## src/rtl/copro_xfer_pkg.sv

```systemverilog
package copro_xfer_pkg;

  typedef enum logic {
    ST_IDLE,
    ST_OFFER
  } xferState_t;

  typedef struct packed {
    logic capture;
    logic commit;
  } dpCtrl_t;

endpackage

```

## src/rtl/copro_xfer_ctl.sv

```systemverilog
module copro_xfer_ctl
  import copro_xfer_pkg::*;
(
  input  logic    clk,
  input  logic    rst_n,
  input  logic    startValid,
  input  logic    irqPending,
  input  logic    anyAccept,
  input  logic    anyBusy,
  output dpCtrl_t dpCtrl,
  output logic    busValid,
  output logic    done,
  output logic    undefTrap,
  output logic    irqTaken
);

  xferState_t state;

  assign busValid = (state == ST_OFFER);

  always_comb begin
    dpCtrl.capture = (state == ST_IDLE) && startValid;
    dpCtrl.commit  = (state == ST_OFFER) && anyAccept;
  end

  always_ff @(posedge clk or negedge rst_n) begin
    if (!rst_n) begin
      state     <= ST_IDLE;
      done      <= 1'b0;
      undefTrap <= 1'b0;
      irqTaken  <= 1'b0;
    end else begin
      done      <= 1'b0;
      undefTrap <= 1'b0;
      irqTaken  <= 1'b0;
      unique case (state)
        ST_IDLE: begin
          if (startValid) state <= ST_OFFER;
        end
        ST_OFFER: begin
          if (anyAccept) begin
            done  <= 1'b1;
            state <= ST_IDLE;
          end else if (!anyBusy) begin
            undefTrap <= 1'b1;
            state     <= ST_IDLE;
          end else if (irqPending) begin
            irqTaken <= 1'b1;
            state    <= ST_IDLE;
          end
        end
        default: state <= ST_IDLE;
      endcase
    end
  end

  // outcomes are exclusive and last one cycle
  assert_one_outcome_R11: assert property (@(posedge clk) disable iff (!rst_n)
    $onehot0({done, undefTrap, irqTaken}));
  assert_done_pulse_R11: assert property (@(posedge clk) disable iff (!rst_n)
    done |=> !done);

  // an outcome only follows an open offer
  assert_outcome_after_offer_R3: assert property (@(posedge clk) disable iff (!rst_n)
    (done || undefTrap || irqTaken) |-> $past(busValid));

  // busy without accept or interrupt keeps the offer open
  assert_busy_holds_R7: assert property (@(posedge clk) disable iff (!rst_n)
    (busValid && !anyAccept && anyBusy && !irqPending) |=> busValid);

  // an abandoned offer is closed
  assert_irq_closes_R9: assert property (@(posedge clk) disable iff (!rst_n)
    irqTaken |-> !busValid);

endmodule

```

## src/rtl/copro_xfer_dp.sv

```systemverilog
module copro_xfer_dp
  import copro_xfer_pkg::*;
#(
  parameter int DATA_W    = 32,
  parameter int CPN_W     = 4,
  parameter int OP1_W     = 3,
  parameter int OP2_W     = 3,
  parameter int CREG_W    = 4,
  parameter int REG_W     = 4,
  parameter int NUM_SLOTS = 4,
  localparam int RESP_W   = 2 * NUM_SLOTS
) (
  input  logic              clk,
  input  logic              rst_n,
  input  dpCtrl_t           dpCtrl,
  input  logic              busValid,
  input  logic              reqToCore,
  input  logic [CPN_W-1:0]  reqCpNum,
  input  logic [OP1_W-1:0]  reqOp1,
  input  logic [OP2_W-1:0]  reqOp2,
  input  logic [CREG_W-1:0] reqCrn,
  input  logic [CREG_W-1:0] reqCrm,
  input  logic [REG_W-1:0]  reqRd,
  input  logic [DATA_W-1:0] rdValue,
  input  logic [RESP_W-1:0] copResp,
  input  logic [DATA_W-1:0] copRdData,
  output logic              anyAccept,
  output logic              anyBusy,
  output logic              busToCore,
  output logic [CPN_W-1:0]  busCpNum,
  output logic [OP1_W-1:0]  busOp1,
  output logic [OP2_W-1:0]  busOp2,
  output logic [CREG_W-1:0] busCrn,
  output logic [CREG_W-1:0] busCrm,
  output logic [DATA_W-1:0] busWrData,
  output logic              regWrEn,
  output logic [REG_W-1:0]  regWrAddr,
  output logic [DATA_W-1:0] regWrData,
  output logic              flagWrEn,
  output logic [3:0]        flagNzcv
);

  localparam logic [REG_W-1:0] PC_IDX = {REG_W{1'b1}};

  logic [NUM_SLOTS-1:0] acceptVec;
  logic [NUM_SLOTS-1:0] busyVec;
  logic [REG_W-1:0]     latRd;
  logic                 rdIsPc;

  for (genvar s = 0; s < NUM_SLOTS; s++) begin : g_slot
    assign acceptVec[s] = copResp[2*s+1];
    assign busyVec[s]   = copResp[2*s] & ~copResp[2*s+1];
  end

  assign anyAccept = |acceptVec;
  assign anyBusy   = |busyVec;
  assign rdIsPc    = (latRd == PC_IDX);

  always_ff @(posedge clk or negedge rst_n) begin
    if (!rst_n) begin
      busToCore <= 1'b0;
      busCpNum  <= '0;
      busOp1    <= '0;
      busOp2    <= '0;
      busCrn    <= '0;
      busCrm    <= '0;
      busWrData <= '0;
      latRd     <= '0;
    end else if (dpCtrl.capture) begin
      busToCore <= reqToCore;
      busCpNum  <= reqCpNum;
      busOp1    <= reqOp1;
      busOp2    <= reqOp2;
      busCrn    <= reqCrn;
      busCrm    <= reqCrm;
      busWrData <= rdValue;
      latRd     <= reqRd;
    end
  end

  always_ff @(posedge clk or negedge rst_n) begin
    if (!rst_n) begin
      regWrEn   <= 1'b0;
      regWrAddr <= '0;
      regWrData <= '0;
      flagWrEn  <= 1'b0;
      flagNzcv  <= '0;
    end else begin
      regWrEn  <= dpCtrl.commit && busToCore && !rdIsPc;
      flagWrEn <= dpCtrl.commit && busToCore && rdIsPc;
      if (dpCtrl.commit && busToCore) begin
        regWrAddr <= latRd;
        regWrData <= copRdData;
        flagNzcv  <= copRdData[DATA_W-1 -: 4];
      end
    end
  end

  // the program counter is never written through the register port
  assert_pc_excl_R5: assert property (@(posedge clk) disable iff (!rst_n)
    !(regWrEn && flagWrEn));
  assert_no_pc_write_R5: assert property (@(posedge clk) disable iff (!rst_n)
    regWrEn |-> (regWrAddr != PC_IDX));

  // fields hold while the offer is open
  assert_fields_hold_R2: assert property (@(posedge clk) disable iff (!rst_n)
    (busValid && $past(busValid)) |->
      ($stable(busCpNum) && $stable(busOp1) && $stable(busOp2) &&
       $stable(busCrn) && $stable(busCrm) && $stable(busToCore) && $stable(busWrData)));

  // writes to the core only follow a core-bound offer
  assert_write_dir_R6: assert property (@(posedge clk) disable iff (!rst_n)
    (regWrEn || flagWrEn) |-> $past(busValid && busToCore));

endmodule

```

## src/rtl/copro_xfer.sv

```systemverilog
module copro_xfer
  import copro_xfer_pkg::*;
#(
  parameter int DATA_W    = 32,
  parameter int CPN_W     = 4,
  parameter int OP1_W     = 3,
  parameter int OP2_W     = 3,
  parameter int CREG_W    = 4,
  parameter int REG_W     = 4,
  parameter int NUM_SLOTS = 4
) (
  input  logic                   clk,
  input  logic                   rst_n,
  input  logic                   startValid,
  input  logic                   reqToCore,
  input  logic [CPN_W-1:0]       reqCpNum,
  input  logic [OP1_W-1:0]       reqOp1,
  input  logic [OP2_W-1:0]       reqOp2,
  input  logic [CREG_W-1:0]      reqCrn,
  input  logic [CREG_W-1:0]      reqCrm,
  input  logic [REG_W-1:0]       reqRd,
  input  logic [DATA_W-1:0]      rdValue,
  input  logic                   irqPending,
  input  logic [2*NUM_SLOTS-1:0] copResp,
  input  logic [DATA_W-1:0]      copRdData,
  output logic                   busValid,
  output logic                   busToCore,
  output logic [CPN_W-1:0]       busCpNum,
  output logic [OP1_W-1:0]       busOp1,
  output logic [OP2_W-1:0]       busOp2,
  output logic [CREG_W-1:0]      busCrn,
  output logic [CREG_W-1:0]      busCrm,
  output logic [DATA_W-1:0]      busWrData,
  output logic                   regWrEn,
  output logic [REG_W-1:0]       regWrAddr,
  output logic [DATA_W-1:0]      regWrData,
  output logic                   flagWrEn,
  output logic [3:0]             flagNzcv,
  output logic                   done,
  output logic                   undefTrap,
  output logic                   irqTaken
);

  dpCtrl_t dpCtrl;
  logic    anyAccept;
  logic    anyBusy;

  copro_xfer_ctl i_ctl (
    .clk        (clk),
    .rst_n      (rst_n),
    .startValid (startValid),
    .irqPending (irqPending),
    .anyAccept  (anyAccept),
    .anyBusy    (anyBusy),
    .dpCtrl     (dpCtrl),
    .busValid   (busValid),
    .done       (done),
    .undefTrap  (undefTrap),
    .irqTaken   (irqTaken)
  );

  copro_xfer_dp #(
    .DATA_W    (DATA_W),
    .CPN_W     (CPN_W),
    .OP1_W     (OP1_W),
    .OP2_W     (OP2_W),
    .CREG_W    (CREG_W),
    .REG_W     (REG_W),
    .NUM_SLOTS (NUM_SLOTS)
  ) i_dp (
    .clk       (clk),
    .rst_n     (rst_n),
    .dpCtrl    (dpCtrl),
    .busValid  (busValid),
    .reqToCore (reqToCore),
    .reqCpNum  (reqCpNum),
    .reqOp1    (reqOp1),
    .reqOp2    (reqOp2),
    .reqCrn    (reqCrn),
    .reqCrm    (reqCrm),
    .reqRd     (reqRd),
    .rdValue   (rdValue),
    .copResp   (copResp),
    .copRdData (copRdData),
    .anyAccept (anyAccept),
    .anyBusy   (anyBusy),
    .busToCore (busToCore),
    .busCpNum  (busCpNum),
    .busOp1    (busOp1),
    .busOp2    (busOp2),
    .busCrn    (busCrn),
    .busCrm    (busCrm),
    .busWrData (busWrData),
    .regWrEn   (regWrEn),
    .regWrAddr (regWrAddr),
    .regWrData (regWrData),
    .flagWrEn  (flagWrEn),
    .flagNzcv  (flagNzcv)
  );

  // a trap performs no write
  assert_trap_no_write_R8: assert property (@(posedge clk) disable iff (!rst_n)
    undefTrap |-> (!regWrEn && !flagWrEn));

  // an abandoned handshake performs no write
  assert_irq_no_write_R9: assert property (@(posedge clk) disable iff (!rst_n)
    irqTaken |-> (!regWrEn && !flagWrEn));

endmodule

```

## config.mk

```make
export PLATFORM = sky130hd
export DESIGN_NAME = copro_xfer
export DESIGN_NICKNAME = d
export VERILOG_FILES = /design/src/rtl/copro_xfer_pkg.sv /design/src/rtl/copro_xfer_ctl.sv /design/src/rtl/copro_xfer_dp.sv /design/src/rtl/copro_xfer.sv
export SDC_FILE = /design/constraint.sdc
export NUM_CORES = 1
export LEC_CHECK = 0
export ABC_AREA = 1
export BUFFER_PORTS_ARGS = -buffer_cell sky130_fd_sc_hd__buf_4
export CORE_ASPECT_RATIO = 0.7
export CORE_UTILIZATION = 46
export CTS_CLUSTER_DIAMETER = 50
export DETAILED_ROUTE_END_ITERATION = 16
export GPL_ROUTABILITY_DRIVEN = 0
export PLACE_DENSITY = 0.83
export SYNTH_ARGS = -nofsm -noshare
export SYNTH_HDL_FRONTEND = slang
export SYNTH_SLANG_ARGS = --single-unit
```

## constraint.sdc

```tcl
create_clock -name clk -period 1.4 [get_ports clk]
set_input_delay 0.07 -clock clk [delete_from_list [all_inputs] [get_ports clk]]
set_output_delay 0.07 -clock clk [all_outputs]
set_load 0.1 [all_outputs]
```

==> summary.md <==
| Metric | Value |
|---|---|
| Status | `finished clean` |
| Clock latency on the worst-skew pair | `340 ps` |
| # clock sinks | `97` |
| Final setup fails | `0` |
| All-Layer GR Usage | `0.295` |
| Post-synthesis sequential area ratio | `0.600` |
| FP Rows | `28` |
| Clock Pin Slew Worst Setup and Hold Paths | `60 ps` |
| Main combinational cell family by area after synthesis | `simple AND/OR/NAND/NOR gates` |
| Wire per inst | `15.9 um` |
| Reg-to-Reg End | `i_dp.busWrData[30]$_DFFE_PN0P_` |
| Compound-gate portion of the synthesized area | `0.00124` |
| Synthesis-stage register bit count | `97` |
| Power Total | `0.0124 W` |
| Drt first pass iters | `5` |
| PwrDens | `1860 nW/um2` |
| Vias in the first global route | `4169` |
| WL final | `13.2 mm` |
| Drt via density | `5.12` |
| Layout Nets | `802` |
| WP data required | `1330 ps` |
| Worst slew pin tran | `511 ps` |
| Antenna Nets Post-Route | `0` |
| Critical path origin | `i_ctl.busValid$_DFF_PN0_` |
| Hold Path Class | `in2reg` |
| Max cap viols | `0` |
| Grt total ovfl | `0` |
| Critical Path End | `busValid` |
| Die Width | `114 um` |
| IO Pins | `196` |
| CP arrival | `1260 ps` |
| Die height | `80.5 um` |
| First-pass GRT wire length | `20.3 mm` |
| Post-CTS Setup Inserts | `0` |
| Fill cells | `516` |
| Mux cell area share after synthesis | `0` |
| Initial antenna violation count | `0` |
| Post-Synth XOR/XNOR Area | `0` |
| Maximum number of pins on one net before global-route repair | `98` |
| Avg Cell Area, Syn | `9.17 um2` |
| Area added between synthesis and finish | `64.5%` |
| Period utilization | `0.947` |
| Slowest CP cell | `dfrtp_4` |
| CTS Buf Count | `9` |
| Layout cells sized above 1 | `0.355` |
| Most common cell after layout, fill and taps aside | `buf_4` |
| DP HPWL | `7.67 mm` |
| Routed vias | `4241` |
| YS warnings | `0` |
| Worst min-delay path startpoint | `copRdData[27]` |
| WS Path Type | `reg2out` |
| Hold Violations, Final | `0` |
| Critical path endpoint category | `output port` |
| Max FO, Critical Path | `23` |
| # diodes | `0` |
| Core ar. | `8480 um2` |
| Syn nets | `540` |
| CTS tree | `built` |
| RSZ-0062 raised after global routing | `false` |
| Iter 0 DRT Violations | `356` |
| Slowest cell delay on critical path | `450 ps` |
| Fin. max-slew vios | `0` |
| Root Buffer | `clkbuf_16` |
| Worst Hold Path Cells | `3` |
| FF-to-FF Start | `i_ctl.busValid$_DFF_PN0_` |
| Adder-Cell Fraction of Synth Area | `0` |
| Register Area | `2440 um2` |
| Synth Area in Simple Gates | `0.334` |
| Rel. slew slack | `0.659` |
| Synth Instances | `441` |
| Reg2Reg Depth | `5` |
| Peak supply drop | `1.18 mV` |
| Most frequent cells in the layout | `203 x buf_4, 173 x nand2_1, 91 x dfrtp_1` |
| Final min period | `1330 ps` |
| CP Cell Sequence | `buf_6 -> buf_6` |
| CTS HTree Levels | `3` |
| Startpoint types | `flip-flop` |
| Worst reg2reg setup slack | `130 ps` |
| Fmax | `0.754 GHz` |
| Die area | `9180 um2` |
| Starting density of the core | `0.477` |
| Netlist cell types | `18` |
| Crit-path most repeated cell | `buf_6` |
| Static Leak | `3.57 nW` |
| Multi-input logic area | `1360 um2` |
| Setup total negative slack | `0 ps` |
| Maximum buffer depth of the clock tree | `2` |
| Clock skew | `5.16 ps` |
| Port Buffer Count | `195` |
| Post-Syn Area | `4050 um2` |
| DR DRC count | `0` |
## how the worst min path moves through the flow
stage | end | slack, ps
CTS | i_dp.regWrData[26]$_DFFE_PN0P_ | 2
global route | i_dp.regWrData[10]$_DFFE_PN0P_ | 20
finish | i_dp.regWrData[27]$_DFFE_PN0P_ | 10
floorplan | i_ctl.done$_DFF_PN0_ | -230
detailed placement | i_dp.regWrData[17]$_DFFE_PN0P_ | 170
global placement | i_dp.regWrData[15]$_DFFE_PN0P_ | 160
## power by group
part / internal (W) / switching (W) / leakage [nW]
clock network: 0.00125 / 0.000964 / 0.128
registers: 0.00335 / 0.000405 / 1.20
logic: 0.00134 / 0.00506 / 2.24
## area by class of cell
| cell class | instances | share of cell area |
|---|---|---|
| clock buffers | 15 | 0.0387 |
| clock inverters | 1 | 0.000752 |
| inverters | 9 | 0.00508 |
| multi-input cells | 298 | 0.204 |
| flip-flops and latches | 97 | 0.366 |
| well taps | 120 | 0.0226 |
| repair buffers | 288 | 0.362 |
## synthesized netlist by cell type, drive strengths merged
cell type	instances	area, um2
a21oi	1	5.00
buf	31	204
clkbuf	6	22.5
dfrtp	97	2430
inv	9	33.8
nand2	195	790
nand3	57	298
nand4	36	225
nor2	8	35.0
nor3	1	5.00
## routing by layer
metal / share of wire / track usage / up-vias
met1: 0.39 / 0.360 / 2029
li1: - / - / 1948
met2: 0.50 / 0.495 / 229
met3: 0.087 / 0.0792 / 35
met4: 0.025 / 0.132 / 0
met5: 0 / 0 / -
## cells by family (layout without fill, tap and decap cells)
kind of cell    Yosys count  after routing
compound gates            1              1
flops                    97             97
buf+inv                  46            313
simple gates            297            297
## through the flow
stage | area (um2) | hold slack (ps) | util | instances | worst slack (ps)
3_3_place_gp | 5590 | 158 | 0.659 | 733 | 180
5_1_grt | 6650 | 17.4 | 0.785 | 828 | 40.1
2_1_floorplan | 4060 | -226 | - | 441 | 9.50
3_5_place_dp | 5590 | 169 | 0.659 | 733 | 124
4_1_cts | 6650 | 1.89 | 0.784 | 828 | 58.2
6_report | 6650 | 9.55 | 0.785 | 828 | 74.4
## what timing repair did
action	CTS	global route
gates cloned	0	0
setup endpoints to repair	1	4
gates resized for setup	2	1
endpoints found under the hold margin	176	0
hold buffers	79	0
## flip-flops by register name (all words and copies together), names as in the netlist, 3 cells and up
register and count:
i_dp.flagNzcv 4, i_dp.busWrData 32, i_dp.busOp1 3, i_dp.busOp2 3
i_dp.busCrm 4, i_dp.latRd 4, i_dp.regWrAddr 4, i_dp.busCrn 4
i_dp.busCpNum 4, i_dp.regWrData 28
## worst max-delay path, delay by kind of cell, from the launching register on
kind	cells	cell delay [ps]
buffers and inverters	2	470
DFF	1	450
Note: power is estimated with default switching activity, not from simulation.
